`src/rtl/edo_rfsh_pkg.sv`:
```
package edo_rfsh_pkg;

  typedef enum logic [2:0] {
    MODE_PWRUP,
    MODE_INIT,
    MODE_RUN,
    MODE_SELF,
    MODE_BURST
  } rf_mode_e;

  typedef enum logic [1:0] {
    STB_IDLE,
    STB_LEAD,
    STB_LOW,
    STB_PRE
  } stb_state_e;

  // bits needed to hold values 0..n
  function automatic int unsigned bits_for(input int unsigned n);
    return (n < 2) ? 1 : $clog2(n + 1);
  endfunction

  function automatic int unsigned max2(input int unsigned a, input int unsigned b);
    return (a > b) ? a : b;
  endfunction

endpackage

```
`src/rtl/edo_rfsh_strobe.sv`:
```
module edo_rfsh_strobe
  import edo_rfsh_pkg::*;
#(
  parameter int unsigned LEAD_CYC    = 2,
  parameter int unsigned RAS_LOW_CYC = 13,
  parameter int unsigned PRECH_CYC   = 8,
  parameter int unsigned SR_MIN_CYC  = 25000,
  parameter int unsigned SR_PRE_CYC  = 28
) (
  input  logic clk,
  input  logic rst_n,
  input  logic start,
  input  logic start_self,
  input  logic self_hold,
  output logic ras_n,
  output logic cas_n,
  output logic busy,
  output logic done
);

  localparam int unsigned CW = bits_for(max2(max2(max2(LEAD_CYC, RAS_LOW_CYC),
                                                  max2(PRECH_CYC, SR_PRE_CYC)), SR_MIN_CYC));
  localparam logic [CW-1:0] LEAD_LAST  = CW'(LEAD_CYC - 1);
  localparam logic [CW-1:0] LOW_LAST   = CW'(RAS_LOW_CYC - 1);
  localparam logic [CW-1:0] PRE_LAST   = CW'(PRECH_CYC - 1);
  localparam logic [CW-1:0] SRMIN_LAST = CW'(SR_MIN_CYC - 1);
  localparam logic [CW-1:0] SRPRE_LAST = CW'(SR_PRE_CYC - 1);

  stb_state_e    st;
  logic [CW-1:0] cnt;
  logic          self_q;
  logic          lead_last;
  logic          low_last;
  logic          pre_last;
  logic          self_min_met;

  always_comb begin
    self_min_met = (cnt >= SRMIN_LAST);
    lead_last    = (cnt == LEAD_LAST);
    low_last     = self_q ? (self_min_met && !self_hold) : (cnt == LOW_LAST);
    pre_last     = (cnt == (self_q ? SRPRE_LAST : PRE_LAST));
  end

  always_ff @(posedge clk) begin
    if (!rst_n) begin
      st     <= STB_IDLE;
      cnt    <= '0;
      self_q <= 1'b0;
    end else begin
      case (st)
        STB_IDLE: begin
          if (start) begin
            st     <= STB_LEAD;
            cnt    <= '0;
            self_q <= start_self;
          end
        end
        STB_LEAD: begin
          if (lead_last) begin
            st  <= STB_LOW;
            cnt <= '0;
          end else begin
            cnt <= cnt + 1'b1;
          end
        end
        STB_LOW: begin
          if (low_last) begin
            st  <= STB_PRE;
            cnt <= '0;
          end else if (!(self_q && self_min_met)) begin
            cnt <= cnt + 1'b1;
          end
        end
        default: begin
          if (pre_last) begin
            st  <= STB_IDLE;
            cnt <= '0;
          end else begin
            cnt <= cnt + 1'b1;
          end
        end
      endcase
    end
  end

  assign ras_n = (st != STB_LOW);
  assign cas_n = !((st == STB_LEAD) || (st == STB_LOW));
  assign busy  = (st != STB_IDLE);
  assign done  = (st == STB_PRE) && pre_last;

  AST_CAS_LEADS_RAS: assert property (@(posedge clk) disable iff (!rst_n)
    $fell(ras_n) |-> $past(!cas_n));
  AST_CAS_RELEASE_WITH_RAS: assert property (@(posedge clk) disable iff (!rst_n)
    $rose(cas_n) |-> $rose(ras_n));
  AST_PRECHARGE_HELD: assert property (@(posedge clk) disable iff (!rst_n)
    $rose(ras_n) |=> (ras_n && cas_n));
  AST_SELF_MIN_LOW: assert property (@(posedge clk) disable iff (!rst_n)
    ($rose(ras_n) && self_q) |-> ($past(cnt) >= SRMIN_LAST));

endmodule

```
`src/rtl/edo_rfsh_interval.sv`:
```
module edo_rfsh_interval
  import edo_rfsh_pkg::*;
#(
  parameter int unsigned INTERVAL_CYC = 3900,
  parameter int unsigned PEND_W       = 3
) (
  input  logic clk,
  input  logic rst_n,
  input  logic enable,
  input  logic consume,
  output logic pend_nz
);

  localparam int unsigned TW = bits_for(INTERVAL_CYC);
  localparam logic [TW-1:0]     TICK_LAST = TW'(INTERVAL_CYC - 1);
  localparam logic [PEND_W-1:0] PEND_MAX  = '1;

  logic [TW-1:0]     tcnt;
  logic [PEND_W-1:0] pend;
  logic              tick;

  // saturating up/down step of the owed-refresh count
  function automatic logic [PEND_W-1:0] pend_step(input logic [PEND_W-1:0] cur,
                                                  input logic inc, input logic dec);
    if (inc && !dec) return (cur == PEND_MAX) ? cur : cur + 1'b1;
    if (dec && !inc) return (cur == '0) ? cur : cur - 1'b1;
    return cur;
  endfunction

  assign tick = enable && (tcnt == TICK_LAST);

  always_ff @(posedge clk) begin
    if (!rst_n || !enable) begin
      tcnt <= '0;
      pend <= '0;
    end else begin
      tcnt <= tick ? '0 : tcnt + 1'b1;
      pend <= pend_step(pend, tick, consume);
    end
  end

  assign pend_nz = (pend != '0);

  AST_PEND_SATURATES: assert property (@(posedge clk) disable iff (!rst_n)
    (enable && pend == PEND_MAX && !consume) |=> (pend == PEND_MAX));
  AST_PEND_COUNTS_TICK: assert property (@(posedge clk) disable iff (!rst_n)
    (enable && tick && !consume && pend != PEND_MAX) |=> (pend == $past(pend) + 1'b1));

endmodule

```
`src/rtl/edo_rfsh_ctrl.sv`:
```
module edo_rfsh_ctrl
  import edo_rfsh_pkg::*;
#(
  parameter int unsigned PWRUP_CYC = 50000000,
  parameter int unsigned INIT_CNT  = 8,
  parameter int unsigned BURST_CNT = 4096
) (
  input  logic     clk,
  input  logic     rst_n,
  input  logic     ref_ack,
  input  logic     self_req,
  input  logic     pend_nz,
  input  logic     eng_busy,
  input  logic     eng_done,
  output logic     eng_start,
  output logic     eng_start_self,
  output logic     consume,
  output logic     run_en,
  output logic     ref_req,
  output logic     ready,
  output rf_mode_e mode
);

  localparam int unsigned PW = bits_for(PWRUP_CYC);
  localparam int unsigned SW = bits_for(max2(INIT_CNT, BURST_CNT));
  localparam logic [PW-1:0] PWRUP_LAST = PW'(PWRUP_CYC - 1);
  localparam logic [SW-1:0] INIT_LAST  = SW'(INIT_CNT - 1);
  localparam logic [SW-1:0] BURST_LAST = SW'(BURST_CNT - 1);

  logic [PW-1:0] pu_cnt;
  logic [SW-1:0] seq_cnt;
  logic          seq_last;
  logic          want_norm;
  logic          want_self;
  logic          grant;
  logic          owns_strobes;

  always_comb begin
    seq_last     = (seq_cnt == ((mode == MODE_INIT) ? INIT_LAST : BURST_LAST));
    owns_strobes = (mode == MODE_INIT) || (mode == MODE_SELF) || (mode == MODE_BURST);
    want_self    = (mode == MODE_RUN) && self_req;
    want_norm    = (mode == MODE_INIT) || (mode == MODE_BURST) ||
                   ((mode == MODE_RUN) && pend_nz && !self_req);
    grant        = ref_ack && !eng_busy;
    eng_start      = grant && (want_norm || want_self);
    eng_start_self = grant && want_self;
    consume        = grant && want_norm && (mode == MODE_RUN);
    ref_req        = owns_strobes || eng_busy || want_norm || want_self;
    run_en         = (mode == MODE_RUN);
    ready          = (mode == MODE_RUN);
  end

  always_ff @(posedge clk) begin
    if (!rst_n) begin
      mode    <= MODE_PWRUP;
      pu_cnt  <= '0;
      seq_cnt <= '0;
    end else begin
      case (mode)
        MODE_PWRUP: begin
          if (pu_cnt == PWRUP_LAST) mode <= MODE_INIT;
          else                      pu_cnt <= pu_cnt + 1'b1;
        end
        MODE_INIT, MODE_BURST: begin
          if (eng_done) begin
            if (seq_last) begin
              mode    <= MODE_RUN;
              seq_cnt <= '0;
            end else begin
              seq_cnt <= seq_cnt + 1'b1;
            end
          end
        end
        MODE_RUN: begin
          if (eng_start_self) mode <= MODE_SELF;
        end
        default: begin
          if (eng_done) begin
            mode    <= MODE_BURST;
            seq_cnt <= '0;
          end
        end
      endcase
    end
  end

  AST_READY_AFTER_DONE: assert property (@(posedge clk) disable iff (!rst_n)
    $rose(ready) |-> $past(eng_done));
  AST_SELF_DROPS_READY: assert property (@(posedge clk) disable iff (!rst_n)
    eng_start_self |=> !ready);

endmodule

```
`src/rtl/edo_refresh_seq.sv`:
```
module edo_refresh_seq
  import edo_rfsh_pkg::*;
#(
  parameter int unsigned PWRUP_CYC    = 50000000,
  parameter int unsigned INIT_CNT     = 8,
  parameter int unsigned INTERVAL_CYC = 3900,
  parameter int unsigned PEND_W       = 3,
  parameter int unsigned LEAD_CYC     = 2,
  parameter int unsigned RAS_LOW_CYC  = 13,
  parameter int unsigned PRECH_CYC    = 8,
  parameter int unsigned SR_MIN_CYC   = 25000,
  parameter int unsigned SR_PRE_CYC   = 28,
  parameter int unsigned BURST_CNT    = 4096
) (
  input  logic clk,
  input  logic rst_n,
  input  logic ref_ack,
  input  logic self_req,
  output logic ref_req,
  output logic ready,
  output logic ras_n,
  output logic cas_n
);

  logic     eng_start;
  logic     eng_start_self;
  logic     eng_busy;
  logic     eng_done;
  logic     consume;
  logic     run_en;
  logic     pend_nz;
  rf_mode_e mode;

  edo_rfsh_ctrl #(
    .PWRUP_CYC (PWRUP_CYC),
    .INIT_CNT  (INIT_CNT),
    .BURST_CNT (BURST_CNT)
  ) u_ctrl (
    .clk            (clk),
    .rst_n          (rst_n),
    .ref_ack        (ref_ack),
    .self_req       (self_req),
    .pend_nz        (pend_nz),
    .eng_busy       (eng_busy),
    .eng_done       (eng_done),
    .eng_start      (eng_start),
    .eng_start_self (eng_start_self),
    .consume        (consume),
    .run_en         (run_en),
    .ref_req        (ref_req),
    .ready          (ready),
    .mode           (mode)
  );

  edo_rfsh_interval #(
    .INTERVAL_CYC (INTERVAL_CYC),
    .PEND_W       (PEND_W)
  ) u_interval (
    .clk     (clk),
    .rst_n   (rst_n),
    .enable  (run_en),
    .consume (consume),
    .pend_nz (pend_nz)
  );

  edo_rfsh_strobe #(
    .LEAD_CYC    (LEAD_CYC),
    .RAS_LOW_CYC (RAS_LOW_CYC),
    .PRECH_CYC   (PRECH_CYC),
    .SR_MIN_CYC  (SR_MIN_CYC),
    .SR_PRE_CYC  (SR_PRE_CYC)
  ) u_strobe (
    .clk        (clk),
    .rst_n      (rst_n),
    .start      (eng_start),
    .start_self (eng_start_self),
    .self_hold  (self_req),
    .ras_n      (ras_n),
    .cas_n      (cas_n),
    .busy       (eng_busy),
    .done       (eng_done)
  );

  AST_PWRUP_LINES_IDLE: assert property (@(posedge clk) disable iff (!rst_n)
    (mode == MODE_PWRUP) |-> (ras_n && cas_n && !ref_req));
  AST_STROBE_NEEDS_GRANT: assert property (@(posedge clk) disable iff (!rst_n)
    $fell(cas_n) |-> $past(ref_ack));

endmodule

```
`config.mk`:
```
export PLATFORM = sky130hd
export DESIGN_NAME = edo_refresh_seq
export DESIGN_NICKNAME = d
export VERILOG_FILES = /design/src/rtl/edo_rfsh_pkg.sv /design/src/rtl/edo_rfsh_strobe.sv /design/src/rtl/edo_rfsh_interval.sv /design/src/rtl/edo_rfsh_ctrl.sv /design/src/rtl/edo_refresh_seq.sv
export SDC_FILE = /design/constraint.sdc
export NUM_CORES = 1
export LEC_CHECK = 0
export ABC_AREA = 1
export BUFFER_PORTS_ARGS = -buffer_cell sky130_fd_sc_hd__buf_4
export CAP_MARGIN = 20
export CORE_AREA = 2 2 128 130
export CTS_BUF_LIST = sky130_fd_sc_hd__clkbuf_4
export DETAILED_ROUTE_END_ITERATION = 16
export DIE_AREA = 0 0 130 132
export PLACE_DENSITY = 0.42
export SYNTH_ARGS = -nofsm -noshare
export SYNTH_HDL_FRONTEND = slang
export SYNTH_SLANG_ARGS = --single-unit
```
`constraint.sdc`:
```
create_clock -name clk -period 3.4 [get_ports clk]
set_input_delay 0.34 -clock clk [delete_from_list [all_inputs] [get_ports clk]]
set_output_delay 0.34 -clock clk [all_outputs]
set_load 0.02 [all_outputs]
```
==> flow_metrics.tcl <==
set metrics [dict create \
    outcome "complete, no violations" \
    clock_power_share 0.248 \
    die-area_mm2 0.0172 \
    switchingPower_mw 1.05 \
    area_growth_pct 9.10 \
    grt_pass1_vias 4151 \
    drc_errors 0 \
    io_pins 8 \
    initial_core_util 0.294 \
    grt_usage 0.141 \
    pre_cts_ws_ns 1.02 \
    setup_slack_ns 0.974 \
    power_frac_comb 0.370 \
    antenna_found_initial 1 \
    worstSetupEndpointType "register" \
    p_seq_frac 0.381 \
    drt_iter0_drc 233 \
    cts_made_buffers 9 \
    cp_data_required_time_ns 3.75 \
    grt_pass1_wl_mm 19.7 \
    hold_viol_final 0 \
    maxCapViolCount 0 \
    hold_path.class "input port to register" \
    wl_mm 11.4 \
    finalSetupViolCount 0 \
    grt_max_degree 32 \
    p_leak_nw 1.84 \
    cts_buffer_depth 2 \
    fp.dieW_um 130 \
    synth-simple-area-share 0.392 \
    firstDrtPassIters 4 \
    skew_ns 0.0114 \
    relSlewSlack 0.670 \
    syn_inst 718 \
    worstMarginPinSlew_ns 0.491 \
    core_area_mm2 0.0157 \
    synth_cell_type_count 35 \
    ctsHoldBuffers 0 \
    place_congestion 0.806 \
    ant_nets 0 \
    clock_sinks 75 \
    ir_worst_vdd_v 0.000220 \
    grt_overflow 0 \
    final_layout_size_suffix_gt1_frac 0.0797 \
    post-route-period-util 0.714 \
    via_per_inst 4.60 \
    p_int_mw 1.48 \
    grt_setup_unrepaired "false" \
    final_cell_area_mm2 0.00504 \
    dpl.hpwl_mm 8.44 \
    place_area_mm2 0.00488 \
    clock-root-buffer "clkbuf_4" \
    fin_tns_setup_ns 0 \
    synthesis.area_mm2 0.00462 \
    synth-compound-area-share 0.0853 \
    htreeDepth 3 \
    synth_mux_area_frac 0 \
    synth_xor_area_frac 0.0587 \
    synth_fa_ha_area_frac 0.0433 \
    slew_viol_final 0 \
    cp.arrival_ns 2.78 \
    place.port_buffers 7 \
    cts_resized 0 \
    clk_pin_slew_ns 0.12 \
    yosys_warnings 0 \
    chipHeight_um 132 \
    num_rows 46 \
    yosysSeqAreaShare 0.325 \
    synth_top_family_by_area "simple AND/OR/NAND/NOR gates" \
    post_cts_buffers 0 \
    swShare 0.415 \
    path_class "register to register" \
    ys_ff_latch 75 \
    fin_crit_ns 2.43 \
    fmax_mhz 412 \
    mappedNetlistNets 738 \
    routedWlPerCell_um 12.1 \
    p_per_area_mw_per_mm2 503 \
    cts_tree "done" \
    nets 743 \
    clkLatencyLatePin_ns 0.44 \
    startpoint_type "register" \
    avgSynthCellArea_um2 6.44 \
    vias 4346 \
    whs_ns 0.248 \
    crit_fanout 5 \
]
cell families (layout without fill, tap and decap cells):
group                    after synthesis  in the layout
AO/OA/AOI/OAI                         76             76
XOR/XNOR                              31             31
adder cells (fa/ha/maj)               16             16
buffers and inverters                112            122
flip-flops                            75             75
other                                  0              1
AND/OR/NAND/NOR                      408            408
metrics by stage:
step                cells  power [mW]   util
floorplan             718        1.70      -
global placement      928        1.94  0.311
detailed placement    928        1.95  0.311
CTS                   944        2.61  0.321
global route          945        2.76  0.321
finish                945        2.54  0.321
critical path, cell delays in order, from the launching register on:
cell      delay, ns
dfxtp_1        0.37
inv_1          0.12
ha_1           0.25
nand2_1        0.14
nor3_1         0.29
inv_1          0.08
ha_1           0.20
nor2_1         0.25
a31oi_1        0.17
o21ai_0        0.20
nor2_1         0.08
a211oi_1       0.20
synth_stat cells:
cell,count,area share
a21oi_1,51,0.055
nand3_1,48,0.052
nand3_4,1,0.0038
and3_1,2,0.0027
nor2_4,1,0.0024
buf_2,9,0.0097
buf_6,1,0.0024
nor3_1,28,0.030
o21ai_1,3,0.0032
nor3_4,1,0.0035
xnor2_1,8,0.015
nor3b_1,5,0.0081
o21ai_2,2,0.0038
nand3b_1,4,0.0065
a211oi_1,1,0.0016
o21ai_0,17,0.018
buf_4,1,0.0016
clkinv_1,1,0.00081
nand2_1,178,0.14
nor2_1,105,0.085
inv_1,82,0.067
dfxtp_1,75,0.32
nor2_2,3,0.0041
nor3_2,4,0.0087
inv_2,13,0.011
nand2_2,4,0.0054
nand3_2,1,0.0022
nor4_2,1,0.0027
or2_2,3,0.0041
nand4_1,19,0.026
o211ai_1,1,0.0016
a31oi_1,1,0.0014
clkbuf_1,5,0.0041
ha_1,16,0.043
xor2_1,23,0.044
state kept, by name, indices dropped and copies added, names as in the netlist:
signal           count
u_ctrl.mode          3
u_interval.tcnt     12
u_strobe.st          2
u_interval.pend      3
u_ctrl.seq_cnt      13
u_strobe.self_q      1
u_ctrl.pu_cnt       26
u_strobe.cnt        15
worst paths after layout:
check                startpoint                 end  slack (ns)  depth (start not counted)
min reg2reg  u_interval.tcnt[0]  u_interval.tcnt[0]        0.46                          1
min                       rst_n      u_strobe.st[1]        0.25                          3
max reg2reg      u_strobe.st[0]  u_interval.pend[1]        0.97                         11
max              u_strobe.st[0]  u_interval.pend[1]        0.97                         11
area by class of cell:
class,instances,area (µm²)
well taps,216,270
multi-input cells,531,2680
fillers,1769,10700
repair buffers,10,75.1
clock inverters,6,80.1
clock buffers,10,75.1
inverters,96,360
flip-flops and latches,75,1500
diodes,1,2.50
cells in the final DEF (no fill, tap or decap), types with 2 or more instances in the layout:
| cell type | Yosys | routed |
|---|---|---|
| o21ai_0 | 17 | 17 |
| nand2_1 | 178 | 178 |
| xnor2_1 | 8 | 8 |
| inv_2 | 13 | 13 |
| and3_1 | 2 | 2 |
| buf_4 | 1 | 10 |
| nor2_2 | 3 | 3 |
| ha_1 | 16 | 16 |
| a21oi_1 | 51 | 51 |
| xor2_1 | 23 | 23 |
| nor3_1 | 28 | 28 |
| clkbuf_4 | 0 | 10 |
| o21ai_1 | 3 | 3 |
| clkinv_1 | 1 | 3 |
| inv_1 | 82 | 82 |
| nand3_1 | 48 | 48 |
| dfxtp_1 | 75 | 75 |
| bufinv_16 | 0 | 2 |
| nor3b_1 | 5 | 5 |
| nand2_2 | 4 | 4 |
| nand4_1 | 19 | 19 |
| nor2_1 | 105 | 105 |
| nor3_2 | 4 | 4 |
| nand3b_1 | 4 | 4 |
| or2_2 | 3 | 3 |
| o21ai_2 | 2 | 2 |
power groups by stage:
stage / logic [mW] / registers [mW] / clock network [mW]
6_report: 0.939 / 0.968 / 0.630
5_1_grt: 1.08 / 0.978 / 0.705
4_1_cts: 0.966 / 0.968 / 0.672
3_5_place_dp: 0.962 / 0.988 / 0
3_3_place_gp: 0.956 / 0.985 / 0
2_1_floorplan: 0.724 / 0.977 / 0
metal layers:
metal	track usage	routed length, µm	part of all wire
met5	0	0	0
met4	0.0382	146	0.013
met3	0.0365	306	0.027
met2	0.234	5340	0.47
met1	0.181	5640	0.49
Power figures use the tool's default switching activity.
